File: src/rtl/eprom_seq_pkg.sv
package eprom_seq_pkg;
    typedef enum logic [2:0] {
        ST_IDLE,
        ST_PSET,
        ST_PULSE,
        ST_PHOLD,
        ST_VREAD,
        ST_FREAD,
        ST_DONE
    } seq_state_t;
endpackage

File: src/rtl/seq_timer.sv
module seq_timer #(
    parameter int W = 4
) (
    input  logic         clk,
    input  logic         rst_n,
    input  logic         load,
    input  logic [W-1:0] load_val,
    output logic         expired
);
    logic [W-1:0] cnt;

    always_ff @(posedge clk or negedge rst_n) begin
        if (!rst_n)
            cnt <= '0;
        else if (load)
            cnt <= load_val;
        else if (cnt != '0)
            cnt <= cnt - 1'b1;
    end

    assign expired = (cnt == '0);
endmodule

File: src/rtl/seq_addr_ctr.sv
module seq_addr_ctr #(
    parameter int ADDR_W = 4
) (
    input  logic              clk,
    input  logic              rst_n,
    input  logic              clr,
    input  logic              inc,
    output logic [ADDR_W-1:0] addr,
    output logic              last
);
    always_ff @(posedge clk or negedge rst_n) begin
        if (!rst_n)
            addr <= '0;
        else if (clr)
            addr <= '0;
        else if (inc)
            addr <= addr + 1'b1;
    end

    assign last = &addr;
endmodule

File: src/rtl/seq_pulse_ctr.sv
module seq_pulse_ctr #(
    parameter int MAX_PULSES = 25
) (
    input  logic clk,
    input  logic rst_n,
    input  logic clr,
    input  logic inc,
    output logic at_limit
);
    localparam int PW = $clog2(MAX_PULSES + 1);
    localparam logic [PW-1:0] LIMIT = PW'(MAX_PULSES);

    logic [PW-1:0] pcnt;

    always_ff @(posedge clk or negedge rst_n) begin
        if (!rst_n)
            pcnt <= '0;
        else if (clr)
            pcnt <= '0;
        else if (inc && pcnt != LIMIT)
            pcnt <= pcnt + 1'b1;
    end

    assign at_limit = (pcnt == LIMIT);
endmodule

File: src/rtl/eprom_prog_seq.sv
module eprom_prog_seq
    import eprom_seq_pkg::*;
#(
    parameter int ADDR_W     = 14,
    parameter int DATA_W     = 8,
    parameter int MAX_PULSES = 25,
    parameter int SETUP_CYC  = 2,
    parameter int PULSE_CYC  = 10,
    parameter int HOLD_CYC   = 2,
    parameter int READ_CYC   = 3
) (
    input  logic              clk,
    input  logic              rst_n,
    input  logic              start,
    output logic              done,
    output logic              pass,
    output logic              fail,
    output logic [ADDR_W-1:0] fail_addr,
    input  logic [DATA_W-1:0] src_data,
    output logic [ADDR_W-1:0] mem_addr,
    output logic [DATA_W-1:0] mem_dout,
    output logic              mem_dq_oe,
    input  logic [DATA_W-1:0] mem_din,
    output logic              mem_ce_n,
    output logic              mem_oe_n,
    output logic              mem_pgm_n,
    output logic              vpp_en,
    output logic              supply_hi
);
    localparam int TMAX_A = (SETUP_CYC > PULSE_CYC) ? SETUP_CYC : PULSE_CYC;
    localparam int TMAX_B = (HOLD_CYC > READ_CYC) ? HOLD_CYC : READ_CYC;
    localparam int TMAX   = (TMAX_A > TMAX_B) ? TMAX_A : TMAX_B;
    localparam int TW     = $clog2(TMAX + 1);
    localparam logic [TW-1:0] T_SETUP = TW'(SETUP_CYC - 1);
    localparam logic [TW-1:0] T_PULSE = TW'(PULSE_CYC - 1);
    localparam logic [TW-1:0] T_HOLD  = TW'(HOLD_CYC - 1);
    localparam logic [TW-1:0] T_READ  = TW'(READ_CYC - 1);

    seq_state_t state, state_nx;

    logic          tmr_load, tmr_done;
    logic [TW-1:0] tmr_val;
    logic          addr_clr, addr_inc, addr_last;
    logic          pc_clr, pc_inc, pc_limit;
    logic          set_pass, set_fail, accept;
    logic          match;

    logic              pass_q, fail_q;
    logic [ADDR_W-1:0] fail_addr_q;

    seq_timer #(.W(TW)) u_timer (
        .clk      (clk),
        .rst_n    (rst_n),
        .load     (tmr_load),
        .load_val (tmr_val),
        .expired  (tmr_done)
    );

    seq_addr_ctr #(.ADDR_W(ADDR_W)) u_addr (
        .clk   (clk),
        .rst_n (rst_n),
        .clr   (addr_clr),
        .inc   (addr_inc),
        .addr  (mem_addr),
        .last  (addr_last)
    );

    seq_pulse_ctr #(.MAX_PULSES(MAX_PULSES)) u_pulses (
        .clk      (clk),
        .rst_n    (rst_n),
        .clr      (pc_clr),
        .inc      (pc_inc),
        .at_limit (pc_limit)
    );

    assign match = (mem_din == src_data);

    // State register
    always_ff @(posedge clk or negedge rst_n) begin
        if (!rst_n)
            state <= ST_IDLE;
        else
            state <= state_nx;
    end

    // Transitions and counter controls
    always_comb begin
        state_nx = state;
        tmr_load = 1'b0;
        tmr_val  = '0;
        addr_clr = 1'b0;
        addr_inc = 1'b0;
        pc_clr   = 1'b0;
        pc_inc   = 1'b0;
        set_pass = 1'b0;
        set_fail = 1'b0;
        accept   = 1'b0;
        unique case (state)
            ST_IDLE: begin
                if (start) begin
                    accept   = 1'b1;
                    state_nx = ST_PSET;
                    tmr_load = 1'b1;
                    tmr_val  = T_SETUP;
                    addr_clr = 1'b1;
                    pc_clr   = 1'b1;
                end
            end
            ST_PSET: begin
                if (tmr_done) begin
                    state_nx = ST_PULSE;
                    tmr_load = 1'b1;
                    tmr_val  = T_PULSE;
                end
            end
            ST_PULSE: begin
                if (tmr_done) begin
                    state_nx = ST_PHOLD;
                    tmr_load = 1'b1;
                    tmr_val  = T_HOLD;
                    pc_inc   = 1'b1;
                end
            end
            ST_PHOLD: begin
                if (tmr_done) begin
                    state_nx = ST_VREAD;
                    tmr_load = 1'b1;
                    tmr_val  = T_READ;
                end
            end
            ST_VREAD: begin
                if (tmr_done) begin
                    if (match && addr_last) begin
                        state_nx = ST_FREAD;
                        tmr_load = 1'b1;
                        tmr_val  = T_READ;
                        addr_clr = 1'b1;
                    end else if (match) begin
                        state_nx = ST_PSET;
                        tmr_load = 1'b1;
                        tmr_val  = T_SETUP;
                        addr_inc = 1'b1;
                        pc_clr   = 1'b1;
                    end else if (pc_limit) begin
                        state_nx = ST_DONE;
                        set_fail = 1'b1;
                    end else begin
                        state_nx = ST_PSET;
                        tmr_load = 1'b1;
                        tmr_val  = T_SETUP;
                    end
                end
            end
            ST_FREAD: begin
                if (tmr_done) begin
                    if (!match) begin
                        state_nx = ST_DONE;
                        set_fail = 1'b1;
                    end else if (addr_last) begin
                        state_nx = ST_DONE;
                        set_pass = 1'b1;
                    end else begin
                        tmr_load = 1'b1;
                        tmr_val  = T_READ;
                        addr_inc = 1'b1;
                    end
                end
            end
            ST_DONE: state_nx = ST_IDLE;
            default: state_nx = ST_IDLE;
        endcase
    end

    // Memory-side strobes and supply mode
    always_comb begin
        mem_ce_n  = 1'b1;
        mem_oe_n  = 1'b1;
        mem_pgm_n = 1'b1;
        mem_dq_oe = 1'b0;
        vpp_en    = 1'b0;
        supply_hi = 1'b0;
        done      = 1'b0;
        unique case (state)
            ST_PSET, ST_PHOLD: begin
                mem_ce_n  = 1'b0;
                mem_dq_oe = 1'b1;
                vpp_en    = 1'b1;
                supply_hi = 1'b1;
            end
            ST_PULSE: begin
                mem_ce_n  = 1'b0;
                mem_pgm_n = 1'b0;
                mem_dq_oe = 1'b1;
                vpp_en    = 1'b1;
                supply_hi = 1'b1;
            end
            ST_VREAD: begin
                mem_ce_n  = 1'b0;
                mem_oe_n  = 1'b0;
                vpp_en    = 1'b1;
                supply_hi = 1'b1;
            end
            ST_FREAD: begin
                mem_ce_n = 1'b0;
                mem_oe_n = 1'b0;
            end
            ST_DONE: done = 1'b1;
            default: ;
        endcase
    end

    assign mem_dout = src_data;

    // Verdict flags
    always_ff @(posedge clk or negedge rst_n) begin
        if (!rst_n) begin
            pass_q      <= 1'b0;
            fail_q      <= 1'b0;
            fail_addr_q <= '0;
        end else if (accept) begin
            pass_q <= 1'b0;
            fail_q <= 1'b0;
        end else if (set_fail) begin
            fail_q      <= 1'b1;
            fail_addr_q <= mem_addr;
        end else if (set_pass) begin
            pass_q <= 1'b1;
        end
    end

    assign pass      = pass_q;
    assign fail      = fail_q;
    assign fail_addr = fail_addr_q;
endmodule

File: config.mk
export PLATFORM = sky130hd
export DESIGN_NAME = eprom_prog_seq
export DESIGN_NICKNAME = d
export VERILOG_FILES = /design/src/rtl/eprom_seq_pkg.sv /design/src/rtl/seq_timer.sv /design/src/rtl/seq_addr_ctr.sv /design/src/rtl/seq_pulse_ctr.sv /design/src/rtl/eprom_prog_seq.sv
export SDC_FILE = /design/constraint.sdc
export NUM_CORES = 1
export LEC_CHECK = 0
export BUFFER_PORTS_ARGS = -buffer_cell sky130_fd_sc_hd__buf_2
export CORE_MARGIN = 5
export CORE_UTILIZATION = 52
export DETAILED_ROUTE_END_ITERATION = 10
export PLACE_DENSITY = 0.9
export SLEW_MARGIN = 20
export SYNTH_ARGS = -nofsm -noshare
export SYNTH_HDL_FRONTEND = slang
export SYNTH_SLANG_ARGS = --single-unit
File: constraint.sdc
create_clock -name clk -period 2.34 [get_ports clk]
set_input_delay 0.234 -clock clk [delete_from_list [all_inputs] [get_ports clk]]
set_output_delay 0.234 -clock clk [all_outputs]
set_load 0.05 [all_outputs]
---- After elaboration in Yosys (flattened, before gate mapping) ----
Index checks and enable logic that the tools add are counted.
word-level totals
  flip-flop bits (word level) ............. 42
  output and inout bits ................... 45
  logic and storage cells ................. 118
cells by class
  add/sub/neg operators ................... 3
  equality and inequality tests ........... 17
  muxes and demuxes ....................... 72
  bitwise logic cells ..................... 1
  reduce and logical (&&, ||, !) cells .... 18
operators by type and width
  cell                                                                    number
  1-bit 2-to-1 mux                                                        41
  3-bit 2-to-1 mux                                                        11
  14-bit 2-to-1 mux                                                       2
  4-bit one-hot mux with 6 select lines                                   1
  3-bit one-hot mux with 6 select lines                                   1
  14-bit by 1-bit adder with 14-bit output (second input constant)        1
  14-bit AND reduction                                                    1
  2-bit 2-to-1 mux                                                        6
  4-bit 2-to-1 mux                                                        3
  2-bit inequality test (second input constant)                           6
  5-bit 2-to-1 mux                                                        2
  2-bit nonzero test                                                      5
  3-bit equality test (second input constant)                             3
  8-bit equality test                                                     1
  1-bit one-hot mux with 2 select lines                                   4
  7-bit AND reduction                                                     1
  3-bit by 2-bit equality test with 1-bit output (second input constant)  2
  5-bit by 1-bit adder with 5-bit output (second input constant)          1
  5-bit equality test (second input constant)                             1
  5-bit inequality test (second input constant)                           1
  5-bit OR reduction                                                      1
  4-bit zero test                                                         1
  1-bit one-hot mux with 4 select lines                                   1
  2-bit AND reduction                                                     2
  other kinds (11)                                                        12

---- Logic depth before layout (Yosys ltp) ----
  word-level depth ........................ 8
  depth in mapped cells ................... 8
  gate-level depth less buffers ........... 8

---- Hierarchy ----
A second synthesis with hierarchy kept.
second synthesis, totals
  cells, all modules ...................... 255
  area total of the unflattened synthesis .. 2552.4 sq um
by module, submodules not included
  module          instances  cells an instance  area each (sq um)
  eprom_prog_seq  1          132                1288.7
  seq_addr_ctr    1          73                 744.5
  seq_pulse_ctr   1          28                 285.3
  seq_timer       1          22                 234.0

---- Worst setup path after synthesis ----
Ideal clock, no wire load.
  kind .................................... register -> register
  start point ............................. register u_addr.addr[0]
  end point ............................... register u_addr.addr[3]
  library setup time ...................... 120 ps
  arrival ................................. 2079 ps
  data required time ...................... 2220 ps
  setup slack ............................. 141 ps
  stages on the path, launching flop included .. 8
  buffers on the path ..................... 1
  cell sequence ........................... dfrtp_1 ha_1 nand4_1 nor4_4 inv_2 o31ai_4 buf_4 nor2_1
between the ends
  word-level cells in the longest chain between the ends .. 6
  elaborated cells between the ends (all ways) .. 15
  classes of those cells .................. add/sub (1); mux (11); reduce/logical (3)
ends and longest elaborated chain
  what                                                                                              RTL line            RTL
  start: declaration                                                                                seq_addr_ctr.sv:8   output logic [ADDR_W-1:0] addr,
  start signal: assignment                                                                          seq_addr_ctr.sv:17  addr <= addr + 1'b1;
  parallel branches: the longest is 6 deep, another holds 14-bit by 1-bit adder with 14-bit output  n/a
Parallel ways; which one is timed is not known. The select of a mux whose other input is x is not followed.
A chain may end at the register's enable or synchronous reset.

---- Final worst setup path ----
  start point ............................. register u_timer.cnt[0]
  end point ............................... register u_timer.cnt[0]
between the ends
  word-level cells in the longest chain between the ends .. 4
  elaborated cells between the ends (all ways) .. 15
  classes of those cells .................. add/sub (1); mux (11); reduce/logical (3)
ends and longest elaborated chain
  what                                                                                                 RTL line         RTL
  start: declaration                                                                                   seq_timer.sv:10  logic [W-1:0] cnt;
  start signal: assignment                                                                             seq_timer.sv:16  cnt <= load_val;
  start signal: assignment                                                                             seq_timer.sv:18  cnt <= cnt - 1'b1;
  parallel branches: the longest is 4 deep, another holds 4-bit by 1-bit subtractor with 4-bit output  n/a
Parallel ways; which one is timed is not known. The select of a mux whose other input is x is not followed.

==> metrics.txt <==
outcome=finished, final reports clean; Yosys Warn Count=0; main combinational cell family by area after synthesis=simple AND/OR/NAND/NOR gates; Max Cap Violations=0; Hold Buf Count CTS=0; Die W=roughly 80 um; crit path buf inv count=1; share of cells above drive strength 1=0.358; Static Leak=around 1.5 nW; pin count of the biggest net entering global routing=43; CP Class=flop to flop; reg2reg path depth=7; Synth Area in Compound Gates=0.0949; minimum hold slack=between 0.06 and 0.07 ns; vias per cell=5.38; Final Cell Area=2990 um^2; Setup TNS=0 ns; vias in the first global route=roughly 2100; Synth cell types=between 50 and 60; Num CTS Buffers=5; CP Cell Sequence=inv_1 > ha_1 > or3b_4 > or4_1 > nand3_1 > o22ai_2 > a221o_1; first-pass GRT wire length=9510 um; CTS root buf=clkbuf_8; final WL=around 5500 um; worst clock skew=around 0.0038 ns; Die H=between 70 and 80 um; Core ar.=roughly 4700 um^2; detailed-placement wirelength estimate=~4200 um; Synth Cell Area=2530 um^2; Congestion Overflow GR=0; GPL Wtd Cong=between 0.8 and 0.9; dpl ws=about 0.065 ns; sw power=about 0.0012 W; CP required=around 2.5 ns; Synth Area in Simple Gates=0.224; Sink Count=between 40 and 50; WL/cell=roughly 15 um; Avg Inst Size Synth=10.2 um^2; # setup viols final=0; Levels on crit path=7; Max Clk Rate=around 0.44 GHz; Worst Tran Pin Value=a little over 0.9 ns; clk buf depth=2; DIE AREA=around 6400 um^2; first drt pass iteration count=4; H-Tree Level Count=2; crit-path max cell delay=around 0.49 ns; Final Hold Violating Endpoints=0; pwr/cell area=881 nW/um^2; IO buf count=63; TritonCTS clock tree=built; clock power share=0.175; number of remaining DRC errors=0; kind of end point of the critical path=flop; Final period util=0.967; post-synthesis sequential area ratio=0.415; CP max-delay cell=or4_1; GRT Util Overall=0.190; P_int=~0.0015 W; via count=approximately 2000; later-pin clock latency in the skew report=roughly 0.30 ns; final worst slack=0.0784 ns; post-route minimum period=2.26 ns; Worst VDD drop=approximately 500 uV; critical path's top delay family=simple AND/OR/NAND/NOR gates; initial antenna violation count=0; DRT iter0 DRCs=between 150 and 200; DP Area=just under 3000 um^2; Startpoint Class=flop; Comb pwr share=0.458; fraction of synthesized area in multiplexers=0.0707; RSZ-0062 raised after global routing=false; # diodes=0; post-synthesis adder-cell area fraction=0.0247; Worst slew margin=0.390; number of I/O pins=64; Post-synth EDFFs=0; area grow syn2layout=18.1%; sw frac=0.438; clock transition at the registers of the reported paths=0.08 ns; Pins Over Slew Limit=0; Synth Area in XOR/XNOR=0.107; synthesis-stage register bit count=42; Synth Net Count=around 270; ANT nets after route=0; Rows=25; Starting Density=0.536; post-synthesis cell count=approximately 250; # nets final=336; Hold WC Path Type=input pin to asynchronous set/reset pin; Synth Flop Type=dfrtp_1; worst-path maximum fanout=6; Flop pwr share=0.368; Worst Path Arrival=2.44 ns; Async SR Flop Fraction=1.00
-- cell families after synthesis --
group / after synthesis
AOI/OAI and AO/OA: 32
xor gates and xnor gates: 31
adders and majority gates: 5
buffers and inverters: 27
DFF: 42
muxes: 16
and+or+nand+nor: 96
-- sequential cells by signal, indices dropped and copies added (netlist names) --
signal / cells
u_addr.addr: 14
pass: 1
u_pulses.pcnt: 5
state: 3
fail: 1
u_timer.cnt: 4
fail_addr: 14
-- synthesized netlist by cell type (4+ instances only) --
library cell	instances	share of area
nand3_1	10	0.020
nor4_4	4	0.034
nor3_1	10	0.020
nand4_1	9	0.022
a21oi_1	4	0.0079
mux2_2	14	0.062
dfrtp_1	42	0.42
nand2_1	11	0.016
ha_1	5	0.025
inv_1	7	0.010
xor2_1	10	0.035
xnor2_1	21	0.073
o21ai_0	12	0.024
nor2_1	32	0.047
buf_4	13	0.039
-- worst register-to-register path, cell delays in order (launching register included) --
cell and delay, ns:
dfrtp_1 0.40, inv_1 0.08, ha_1 0.16, or3b_4 0.43, or4_1 0.49, nand3_1 0.12
o22ai_2 0.11, a221o_1 0.35
-- what timing repair did --
action	4_1_cts	5_1_grt
gates resized for setup	0	1
setup endpoints to repair	0	1
buffers inserted	0	2
-- worst paths after layout --
check / from / end / slack (ns)
min: rst_n / fail_addr[7] / 0.06
min in group clk: start / state[0] / 0.33
max: u_timer.cnt[0] / u_timer.cnt[0] / 0.08
max in group asynchronous: rst_n / state[1] / 1.71
min reg2reg: fail / fail / 0.48
max reg2reg: u_timer.cnt[0] / u_timer.cnt[0] / 0.08
-- placed cells by master, fill, tap and decap left out, types with 2 or more instances in the layout --
master and instances:
a21oi_1 4, a31oi_1 3, and4_1 2, buf_2 63, buf_4 11, clkbuf_8 5, dfrtp_1 42, ha_1 5
inv_1 6, inv_2 2, mux2_2 14, nand2_1 11, nand3_1 10, nand4_1 9, nor2_1 32, nor2b_1 2
nor3_1 10, nor4_4 4, o21ai_0 12, or4_1 2, xnor2_1 21, xor2_1 10
-- stage by stage --
stage          utilization  total power [W]  instances
3_5_place_dp         0.611          0.00216        370
3_3_place_gp         0.611          0.00214        370
5_1_grt              0.633          0.00279        380
2_1_floorplan            -          0.00188        249
6_report             0.633          0.00263        380
4_1_cts              0.630          0.00263        378
-- routing by layer --
metal  global-route usage  vias to the layer above  share of wire
li1                     -                      990              -
met5                    0                        -              0
met3               0.0463                       16          0.060
met4               0.0726                        0          0.022
met2                0.317                       74           0.49
met1                0.237                      965           0.42
-- power groups by stage --
stage	clock network, W	logic [W]	registers, W
CTS	0.000469	0.00119	0.000968
floorplan	0	0.000855	0.00102
global route	0.000492	0.00131	0.000990
global placement	0	0.00117	0.000972
detailed placement	0	0.00118	0.000983
finish	0.000460	0.00121	0.000969
-- final cells by class --
class | instances | area [um^2]
clock buffers | 6 | 72.6
inverters | 8 | 30.0
clock inverters | 2 | 13.8
fillers | 376 | 1730
flip-flops and latches | 42 | 1050
repair buffers | 75 | 418
well taps | 67 | 83.8
multi-input cells | 180 | 1320
Note: power is estimated with default switching activity, not from simulation.
